File: src/rtl/sadc_pkg.sv
package sadc_pkg;

   typedef enum logic {
      FRM_SHORT = 1'b0,
      FRM_LONG  = 1'b1
   } frm_sel_e;

   function automatic int pick_len(frm_sel_e sel, int short_len, int long_len);
      return (sel == FRM_LONG) ? long_len : short_len;
   endfunction

endpackage

File: src/rtl/sadc_sclk_gen.sv
module sadc_sclk_gen #(
   parameter int CLK_DIV = 4
) (
   input  logic clk,
   input  logic rst_n,
   input  logic run,
   output logic sclk,
   output logic rise_now,
   output logic fall_now
);
   localparam int HALF = CLK_DIV / 2;
   localparam int DW   = (CLK_DIV > 2) ? $clog2(CLK_DIV) : 1;

   generate
      if (CLK_DIV < 2 || (CLK_DIV % 2) != 0) begin : g_bad_div
         $error("CLK_DIV must be an even value of at least 2");
      end
   endgenerate

   logic [DW-1:0] div_q;

   assign rise_now = run && (div_q == DW'(HALF - 1));
   assign fall_now = run && (div_q == DW'(CLK_DIV - 1));

   always_ff @(posedge clk) begin
      if (!rst_n) begin
         div_q <= '0;
         sclk  <= 1'b0;
      end else if (!run) begin
         div_q <= '0;
         sclk  <= 1'b0;
      end else begin
         div_q <= fall_now ? '0 : div_q + 1'b1;
         if (rise_now)
            sclk <= 1'b1;
         else if (fall_now)
            sclk <= 1'b0;
      end
   end

   // a rising edge is only ever issued from the low phase
   a_r2_rise_from_low: assert property (@(posedge clk) disable iff (!rst_n)
      rise_now |-> !sclk);

   // a falling edge is only ever issued from the high phase
   a_r2_fall_from_high: assert property (@(posedge clk) disable iff (!rst_n)
      fall_now |-> sclk);

endmodule

File: src/rtl/sadc_frame_seq.sv
module sadc_frame_seq
   import sadc_pkg::*;
#(
   parameter int DATA_BITS = 16,
   parameter int LEN_A     = 20,
   parameter int LEN_B     = 24
) (
   input  logic clk,
   input  logic rst_n,
   input  logic enable,
   input  logic frame_long,
   input  logic rise_now,
   input  logic fall_now,
   output logic run,
   output logic cs_n,
   output logic sample_en,
   output logic capture
);
   localparam int CW = $clog2(LEN_B + 1);

   generate
      if (LEN_A <= DATA_BITS || LEN_B < LEN_A) begin : g_bad_len
         $error("frame lengths must exceed DATA_BITS and LEN_B must be at least LEN_A");
      end
   endgenerate

   logic [CW-1:0] bit_q;
   logic [CW-1:0] len_q;
   logic [CW-1:0] len_next;

   assign len_next  = CW'(pick_len(frm_sel_e'(frame_long), LEN_A, LEN_B));
   assign sample_en = rise_now && (bit_q < CW'(DATA_BITS));
   assign capture   = fall_now && (bit_q == CW'(DATA_BITS - 1));

   always_ff @(posedge clk) begin
      if (!rst_n) begin
         run   <= 1'b0;
         cs_n  <= 1'b1;
         bit_q <= '0;
         len_q <= CW'(LEN_A);
      end else if (!run) begin
         if (enable) begin
            run   <= 1'b1;
            cs_n  <= 1'b0;
            bit_q <= '0;
            len_q <= len_next;
         end
      end else if (fall_now) begin
         if (capture)
            cs_n <= 1'b1;
         if (bit_q == len_q - 1'b1) begin
            bit_q <= '0;
            if (enable) begin
               cs_n  <= 1'b0;
               len_q <= len_next;
            end else begin
               run <= 1'b0;
            end
         end else begin
            bit_q <= bit_q + 1'b1;
         end
      end
   end

   // while idle, chip-select is deasserted
   a_r1_idle_cs_high: assert property (@(posedge clk) disable iff (!rst_n)
      !run |-> cs_n);

   // the period counter stays within the latched frame length
   a_r4_bit_in_frame: assert property (@(posedge clk) disable iff (!rst_n)
      run |-> (bit_q < len_q));

   // the latched length only changes when a frame starts
   a_r5_len_at_boundary: assert property (@(posedge clk) disable iff (!rst_n)
      (run && !(fall_now && bit_q == len_q - 1'b1)) |=> $stable(len_q));

endmodule

File: src/rtl/sadc_word_out.sv
module sadc_word_out #(
   parameter int DATA_BITS = 16,
   parameter int RES_BITS  = 12
) (
   input  logic                 clk,
   input  logic                 rst_n,
   input  logic                 sample_en,
   input  logic                 sdo,
   input  logic                 capture,
   input  logic                 ready,
   output logic [DATA_BITS-1:0] data,
   output logic                 valid,
   output logic                 strobe,
   output logic                 ovr
);
   generate
      if (RES_BITS < 1 || RES_BITS > DATA_BITS) begin : g_bad_res
         $error("RES_BITS must lie between 1 and DATA_BITS");
      end
   endgenerate

   logic [DATA_BITS-1:0] sh_q;
   logic [DATA_BITS-1:0] word_w;
   logic                 take;

   generate
      if (RES_BITS == DATA_BITS) begin : g_full
         assign word_w = sh_q;
      end else begin : g_just
         assign word_w = {sh_q[DATA_BITS-1 -: RES_BITS], {(DATA_BITS - RES_BITS){1'b0}}};
      end
   endgenerate

   assign take = valid && ready;

   always_ff @(posedge clk) begin
      if (!rst_n) begin
         sh_q   <= '0;
         data   <= '0;
         valid  <= 1'b0;
         strobe <= 1'b0;
         ovr    <= 1'b0;
      end else begin
         if (sample_en)
            sh_q <= {sh_q[DATA_BITS-2:0], sdo};
         strobe <= capture;
         if (capture) begin
            data  <= word_w;
            valid <= 1'b1;
            ovr   <= valid && !ready;
         end else if (take) begin
            valid <= 1'b0;
            ovr   <= 1'b0;
         end
      end
   end

   // a strobe always comes with a valid word
   a_r7_strobe_valid: assert property (@(posedge clk) disable iff (!rst_n)
      strobe |-> valid);

   // an untaken word stays valid
   a_r7_hold_valid: assert property (@(posedge clk) disable iff (!rst_n)
      (valid && !ready) |=> valid);

   // overrun is only ever reported against a held word
   a_r8_ovr_with_valid: assert property (@(posedge clk) disable iff (!rst_n)
      ovr |-> valid);

endmodule

File: src/rtl/sadc_seq.sv
module sadc_seq #(
   parameter int CLK_DIV   = 4,
   parameter int DATA_BITS = 16,
   parameter int RES_BITS  = 12,
   parameter int LEN_A     = 20,
   parameter int LEN_B     = 24
) (
   input  logic                 clk,
   input  logic                 rst_n,
   input  logic                 enable,
   input  logic                 frame_long,
   input  logic                 adc_sdo,
   output logic                 adc_sclk,
   output logic                 adc_cs_n,
   output logic [DATA_BITS-1:0] out_data,
   output logic                 out_valid,
   input  logic                 out_ready,
   output logic                 smp_strobe,
   output logic                 overrun
);
   logic run;
   logic rise_now;
   logic fall_now;
   logic sample_en;
   logic capture;

   sadc_sclk_gen #(.CLK_DIV(CLK_DIV)) u_clk (
      .clk      (clk),
      .rst_n    (rst_n),
      .run      (run),
      .sclk     (adc_sclk),
      .rise_now (rise_now),
      .fall_now (fall_now)
   );

   sadc_frame_seq #(.DATA_BITS(DATA_BITS), .LEN_A(LEN_A), .LEN_B(LEN_B)) u_seq (
      .clk        (clk),
      .rst_n      (rst_n),
      .enable     (enable),
      .frame_long (frame_long),
      .rise_now   (rise_now),
      .fall_now   (fall_now),
      .run        (run),
      .cs_n       (adc_cs_n),
      .sample_en  (sample_en),
      .capture    (capture)
   );

   sadc_word_out #(.DATA_BITS(DATA_BITS), .RES_BITS(RES_BITS)) u_out (
      .clk       (clk),
      .rst_n     (rst_n),
      .sample_en (sample_en),
      .sdo       (adc_sdo),
      .capture   (capture),
      .ready     (out_ready),
      .data      (out_data),
      .valid     (out_valid),
      .strobe    (smp_strobe),
      .ovr       (overrun)
   );

   // chip-select rises only together with a falling serial clock
   a_r10_cs_rise_on_fall: assert property (@(posedge clk) disable iff (!rst_n)
      $rose(adc_cs_n) |-> $fell(adc_sclk));

   // each new word coincides with the end of the low chip-select window
   a_r3_strobe_at_cs_rise: assert property (@(posedge clk) disable iff (!rst_n)
      smp_strobe |-> $rose(adc_cs_n));

endmodule

File: config.mk
export PLATFORM = sky130hd
export DESIGN_NAME = sadc_seq
export DESIGN_NICKNAME = d
export VERILOG_FILES = /design/src/rtl/sadc_pkg.sv /design/src/rtl/sadc_sclk_gen.sv /design/src/rtl/sadc_frame_seq.sv /design/src/rtl/sadc_word_out.sv /design/src/rtl/sadc_seq.sv
export SDC_FILE = /design/constraint.sdc
export NUM_CORES = 1
export LEC_CHECK = 0
export BUFFER_PORTS_ARGS = -buffer_cell sky130_fd_sc_hd__buf_4
export CORE_MARGIN = 1
export CORE_UTILIZATION = 50
export CTS_CLUSTER_DIAMETER = 30
export CTS_CLUSTER_SIZE = 16
export DETAILED_ROUTE_END_ITERATION = 10
export GPL_TIMING_DRIVEN = 0
export MAX_ROUTING_LAYER = met4
export PLACE_DENSITY = 0.74
export SLEW_MARGIN = 20
export SYNTH_ARGS = -nofsm -noshare
export SYNTH_HDL_FRONTEND = slang
export SYNTH_SLANG_ARGS = --single-unit
export TNS_END_PERCENT = 50
File: constraint.sdc
create_clock -name clk -period 1.6 [get_ports clk]
set_input_delay 0.32 -clock clk [delete_from_list [all_inputs] [get_ports clk]]
set_output_delay 0.32 -clock clk [all_outputs]
set_load 0.005 [all_outputs]
==> results.txt, run 1 <==
* Run status: completed
- The number of antenna diodes in the final layout is 0.
- The average instance in the mapped netlist occupies 8.72 um2.
- The worst setup path is captured at a register.
- The library cell used most frequently in the layout, excluding fill and tap cells, is nand2_1.
* Number of global-route vias before repair: 1343
- On the final layout, the worst clock skew is 14.2 ps.
- Core ar.: 3420 um2
- Period minus WS final: 1570 ps
* Starting utilization of the core area: 0.533
* Setup slack at placement: -199 ps
* FF+latch area: 868 um2
- TritonCTS clock tree: yes
* Count of max-cap constraint violations: 0
* Post-layout worst setup margin: 25.4 ps
- In this run the static leakage power is 0.850 nW.
* Number of antenna violations at the first check in global routing: 0
* Maximum clock frequency: 0.635 GHz
- Area of the mapped netlist: 1820 um2
* Worst path required time: 1840 ps
- STA classifies the critical path startpoint as a register.
- Worst setup path category: reg -> reg
* First drt pass iteration count: 4
- The floorplan step defined a die boundary enclosing 3890 um2.
* Clock H-tree levels: 2
- Power spread over the standard cell area amounts to 826 nW/um2.
* Die width: 62.4 um
- At the end of routability-driven placement, the weighted congestion stood at 0.832.
* Area of the multi-input gates: 978 um2
- After global routing the overflow that remains totals 0.
- Entering global routing, the biggest net connects 14 pins.
* Maximum clock path buffer count: 2
- The final route contains 1436 vias.
- The initialized floorplan defines 21 standard-cell rows.
- Unique cell type count in the Yosys netlist: 35
- Class of the most critical hold timing path: in -> reg
- For this run, the post-layout net count is 253.
- IR analysis of the VDD net gives a maximum drop of 0.589 mV.
- Buffers placed on the I/O ports in this run total 22.
* First-pass GRT wire length: 5.89 mm
- Commonest cells after routing, fill and taps aside: nand2_1 (64), dfxtp_1 (37), buf_4 (28)
- Maximum fanout along the worst path: 6
- The share of the Yosys chip area taken by registers is 0.473.
- The count of nets left with antenna violations once routing finished came out at 0.
- Vias per Instance: 4.99
* Number of top-level design ports: 27
* Data arrival time at the worst-slack endpoint: 1820 ps
- Area growth syn-to-layout: 25.5%
- In this run, the number of DRC markers left after iteration 0 of detailed routing was 67.
- Setup violations remaining at the end of the flow were counted as 0.
- In the routed design, unresolved DRC markers number 0.
- Clock tree synthesis selected as its root buffer the cell clkbuf_4.
- Yosys warning total: 0
- Counting every instance in the synthesized netlist gives 209.
- The floorplan step set the die height to 62.4 um.
- The clock net in this run drives a total of 43 sinks.
- For this run, global-route usage on met2 was measured as 0.295.
* Clk pin slew, worst setup/hold paths: 130 ps
- Aggregate routed wire length: 3.36 mm
- Count of final hold-check violations: 0
- The clock reaches the later pin of the worst-skew pair after 350 ps.
- Met3 routing resource usage after global routing: 0.0331
- TritonCTS buffer count: 5
- Max-slew violation count: 0
* Share of cells above drive strength 1: 0.285
- Final-layout fill cell count: 288
* Share of the clock period used by the worst path: 0.984
* Routed wire length per instance: 11.7 um
- Synthesis inferred 43 register bits.
- Adding up every negative setup slack in the final design gives 0 ps.
* Gr busiest metal: met2
* Unrepaired setup endpoints after global routing: true
- Across every metal layer, demand over resource in global routing totals 0.198.
- The wire-length estimate of the detail-placed layout is 2.26 mm.
- For met1 alone, demand over resource in global routing was 0.253.
where the power goes:
part           total, mW  leakage, nW  switching, mW  internal (mW)
combinational      0.138        0.463         0.0708         0.0676
clock              0.662       0.0373          0.342          0.320
sequential          1.09        0.350        0.00645           1.08
total               1.89        0.850          0.419           1.47
critical path, stage by stage, from the launching register on:
cell and delay (ps):
dfxtp_2 350, inv_2 40, ha_4 250, xnor2_4 150
nor4b_4 290, buf_6 170, nor4b_2 50, o21a_1 180
metrics by stage:
stage / cells / area (um2) / power (mW) / hold slack, ps / util
6_report: 288 / 2290 / 1.89 / 144 / 0.669
5_1_grt: 288 / 2290 / 1.96 / 153 / 0.669
4_1_cts: 289 / 2240 / 1.90 / 132 / 0.656
3_5_place_dp: 280 / 2070 / 1.22 / 444 / 0.606
3_3_place_gp: 280 / 2070 / 1.22 / 441 / 0.606
2_1_floorplan: 212 / 1850 / 1.19 / 418 / -
final cells by class:
cell class / instances / share of cell area
Buffer: 14 / 0.0405
Tap cell: 46 / 0.0252
Timing Repair Buffer: 25 / 0.0837
Clock inverter: 2 / 0.0164
Inverter: 6 / 0.00985
Multi-Input combinational cell: 147 / 0.428
Sequential cell: 43 / 0.380
Clock buffer: 5 / 0.0164
metal layers:
metal / share of wire / wire length (um)
met5: 0 / 0
met4: 0.015 / 49
met3: 0.036 / 120
met2: 0.43 / 1450
met1: 0.52 / 1750
cell families after synthesis:
logic type	Yosys count	share of synthesized area
DFF	43	0.473
adders and majority gates	5	0.0343
xor gates and xnor gates	3	0.0144
AOI/OAI and AO/OA	45	0.195
and+or+nand+nor	89	0.219
other	1	0.00206
muxes	1	0.00549
buffers and inverters	22	0.0570
worst paths after layout:
kind,from,to,slack (ps),cells past startpoint
setup / recovery,u_seq.len_q[3]$_SDFFE_PN0P_,u_seq.bit_q[2]$_SDFFE_PN0P_,30,7
hold / removal,out_ready,u_out.ovr$_SDFFE_PN0P_,140,2
setup reg to reg,u_seq.len_q[3]$_SDFFE_PN0P_,u_seq.bit_q[2]$_SDFFE_PN0P_,30,7
hold reg to reg,u_out.sh_q[3]$_SDFFE_PN0P_,u_out.sh_q[4]$_SDFFE_PN0P_,460,2
cells in the mapped netlist:
cell,instances,area [um2]
buf_4,4,30.0
o41ai_4,1,27.5
dfxtp_1,43,861
nand2_1,64,240
nor3_1,2,10.0
a32oi_1,1,8.76
nand2b_1,2,12.5
nor2b_1,1,6.26
inv_1,6,22.5
o31ai_1,2,15.0
o21ai_0,3,15.0
nor3b_1,1,7.51
clkbuf_2,1,5.00
a21boi_1,2,15.0
a21boi_0,27,203
a211oi_1,1,7.51
nand3_1,6,30.0
o21a_1,2,15.0
clkbuf_1,7,26.3
nor4b_1,1,8.76
a21oi_1,1,5.00
a211o_2,2,20.0
conb_1,1,3.75
and3_2,1,7.51
xnor2_1,3,26.3
a21boi_2,1,11.3
a31oi_1,2,12.5
and3_1,2,12.5
nor2_1,4,15.0
buf_2,4,20.0
or2_2,1,6.26
nor4b_4,1,23.8
mux2i_1,1,10.0
and2_1,3,18.8
ha_1,5,62.6
flip-flops by register name, summed over array words and instances (netlist names):
| register | cells |
|---|---|
| u_clk.div_q | 2 |
| u_clk.sclk | 1 |
| u_out.strobe | 1 |
| u_out.ovr | 1 |
| u_seq.len_q | 2 |
| u_seq.cs_n | 1 |
| u_out.data | 12 |
| u_seq.run | 1 |
| u_out.valid | 1 |
| u_out.sh_q | 16 |
| u_seq.bit_q | 5 |
what timing repair did:
item,CTS,global route
setup endpoints to repair,23,25
hold buffers,0,0
pin swaps,3,4
buffers inserted,3,1
gates resized for setup,14,21
gates cloned,0,0
(Power assumes the default switching activity.)
==> inputs of run 2 (changes only) <==
--- a/config.mk
+++ b/config.mk
@@ -6,6 +6,7 @@
 export NUM_CORES = 1
 export LEC_CHECK = 0
 export BUFFER_PORTS_ARGS = -buffer_cell sky130_fd_sc_hd__buf_4
+export CORE_ASPECT_RATIO = 0.5
 export CORE_MARGIN = 1
 export CORE_UTILIZATION = 50
 export CTS_CLUSTER_DIAMETER = 30
==> run 2 against run 1 <==
Net effect:
- total power rose by 0.69%
- final cell count increased by 1.7%
- clock power increased by 3%
- combinational power barely moved
- clock skew decreased by 5.8 ps
- sequential power about the same
- utilization shrank 0.66 points
- count of clock-buffer cells in the layout stayed put
- first-iteration DRC count down 25%
==> results.txt, run 2 (synthesis gave the netlist of run 1 again) <==
- Run status: completed
* First drt pass iteration count: 4 (unchanged)
- The hold violation count in the final report is 0 (unchanged).
- Worst path required time: 1830 ps (about the same)
- The number of buffers on the longest clock path is 2 (unchanged).
* First-pass GRT wire length: 5.86 mm (-0.46%)
- Area growth syn-to-layout: 25.6%
- The residual overflow from global routing is 0 (unchanged).
* Die width: 87.4 um (+40%)
* Maximum fanout along the worst path: 6 (unchanged)
- Post-layout worst setup margin: 4.19 ps (-21.2 ps)
- The number of levels in the clock H-tree was 2 (unchanged).
- Antenna diodes: 0 (unchanged)
- The clock tree skew after final layout came to 8.45 ps (-5.76 ps).
- The number of violations reported at the end of detailed-routing iteration 0 was 50 (-25%).
* Final-layout fill cell count: 322 (+12%)
- In the layout the commonest cells are nand2_1 (64), dfxtp_1 (38), buf_4 (28).
- The area used by sequential logic in the layout is 870 um2 (+0.14%).
- Later-pin clock latency in the skew report: 300 ps (-50 ps)
- The worst setup path is launched from a register.
* Die height: 44.7 um (-28%)
* Post-route insts no fill: 293 (+1.7%)
- Number of top-level design ports: 27 (unchanged)
* Aggregate routed wire length: 3.47 mm (+3.3%)
- Total power consumption of the routed design: 1.90 mW (+0.69%)
- The data arrival at the endpoint of the critical path came to 1820 ps (about the same).
* Flip-flop count of the largest register, all copies and words added: 16 (unchanged)
- Count of port buffers added during placement: 22 (unchanged)
* Starting utilization of the core area: 0.528 (-0.00580)
- The time the worst path needs with I/O delays and setup was 1600 ps (+21.2 ps).
- The period utilization is 0.997 (+0.0133).
* Post-route worst hold slack: 200 ps (+56.4 ps)
- Count of clock tree sinks: 43 (unchanged)
- The number of nets in the layout came to 252 (-0.40%).
* Highest ir drop seen on vdd: 0.509 mV (-14%)
* Max-slew violation count: 0 (unchanged)
* Core ar.: 3450 um2 (+1.1%)
* Power density cells: 830 nW/um2 (+0.58%)
- The achievable clock frequency came to 0.627 GHz (-1.3%).
* Number of global-route vias before repair: 1303 (-3.0%)
- The tree is rooted in a clkbuf_8.
- Maximum number of pins on one net before global-route repair: 15 (+1)
- The number of buffers created by CTS was 5 (unchanged).
- Routability cong.: 0.861 (+3.5%)
* Number of design rule violations left after detail routing: 0 (unchanged)
- Finished Cell Area: 2290 um2 (+0.11%)
- Counting flops per register, the top entry is u_out.sh_q.
- The leakage power figure came to 0.840 nW (-1.2%).
- The number of violations of the max-capacitance limit came to 0 (unchanged).
- The ratio of cells with drive above 1 in the final layout came to 0.264 (-0.0207).
- The final number of setup-violating endpoints came to 0 (unchanged).
* Setup slack at placement: -233 ps (-33.8 ps)
- The overall die area came to 3900 um2 (+0.38%).
- The overall global routing resource usage is 0.209 (+0.0108).
- Worst setup path category: reg -> reg
- Class of the most critical hold timing path: in -> reg
- TritonCTS clock tree: yes
- The clock transition at the registers of the reported paths came to 90 ps (-40 ps).
- Most common library cell in the layout ignoring fill and taps: nand2_1
- The post-detailed-placement cell area is 2080 um2 (+0.30%).
- The number of antenna violations at the first check in global routing was 0 (unchanged).
- The average via count per standard cell was 5.02 (+0.69%).
- Area of the multi-input gates: 971 um2 (-0.77%)
- The worst pin sits at a relative slew slack of 0.674.
- STA classifies the critical path endpoint as a register.
* Unrepaired setup endpoints after global routing: true
- Placed cell count: 285 (+1.8%)
* Routed wire length per instance: 11.9 um (+1.5%)
* Placement row count: 15 (-29%)
* Vias: 1471 (+2.4%)
- Worst-Margin Slew: 476 ps
- The remaining antenna violation count is 0 (unchanged).
- The detailed placement HPWL was 2.37 mm (+5.3%).
- Biggest registers after layout: u_out.sh_q: 16 flops, u_out.data: 12 flops, u_seq.bit_q: 5 flops
==> run 2: cell types whose count changed in the layout (fill, tap and decap cells not counted), sizes merged <==
cell,delta
clkinvlp,+1
clkinv,+1
buf,-2
bufinv,-1
clkbuf,+1
==> run 2: power breakdown <==
part           leakage, nW  total [mW]  internal (mW)  switching (mW)
combinational        0.450       0.136         0.0653          0.0710
sequential           0.349        1.09           1.08         0.00717
clock               0.0402       0.679          0.304           0.375
==> run 2: what timing repair did <==
action,CTS,global route
buffers inserted,1,1
endpoints found under the setup margin,23,25
pin swaps,3,4
gates resized for setup,17,16
hold buffers,0,0
==> run 2: layout make-up <==
class,count,area share
multi-input combinational,147,0.424
sequential,43,0.380
timing repair buffer,23,0.0755
buffer,15,0.0437
clock buffer,5,0.0301
tap,51,0.0279
inverter,6,0.00984
clock inverter,3,0.00875
==> run 2: through the flow <==
stage / TNS (ps) / utilization
2_1_floorplan: -22.8 / -
3_3_place_gp: -2910 / 0.601
3_5_place_dp: -3020 / 0.601
4_1_cts: -0.933 / 0.650
5_1_grt: -355 / 0.663
6_report: 0 / 0.663
==> run 2: layer usage <==
layer / up-vias / routed length [um] / global-route usage
li1: 748 / - / -
met4: 0 / 55 / 0.111
met5: - / 0 / -
met2: 27 / 1550 / 0.314
met1: 689 / 1690 / 0.253
met3: 7 / 175 / 0.0672
==> run 2: critical path, stage by stage (launching register included) <==
cell      delay (ps)
dfxtp_2          360
inv_2             50
ha_4             250
xnor2_4          200
nor4b_4           70
buf_4            180
a211o_2          310
a21boi_2         100
==> run 2: worst paths after layout <==
path	start	to	slack, ps	depth (start not counted)
max reg2reg	u_seq.len_q[2]$_SDFFE_PN1P_	u_seq.bit_q[3]$_SDFFE_PN0P_	4	7
min	out_ready	u_out.ovr$_SDFFE_PN0P_	200	2
max	u_seq.len_q[2]$_SDFFE_PN1P_	u_seq.bit_q[3]$_SDFFE_PN0P_	4	7
min reg2reg	u_out.data[11]$_SDFFE_PN0P_	u_out.data[11]$_SDFFE_PN0P_	450	2
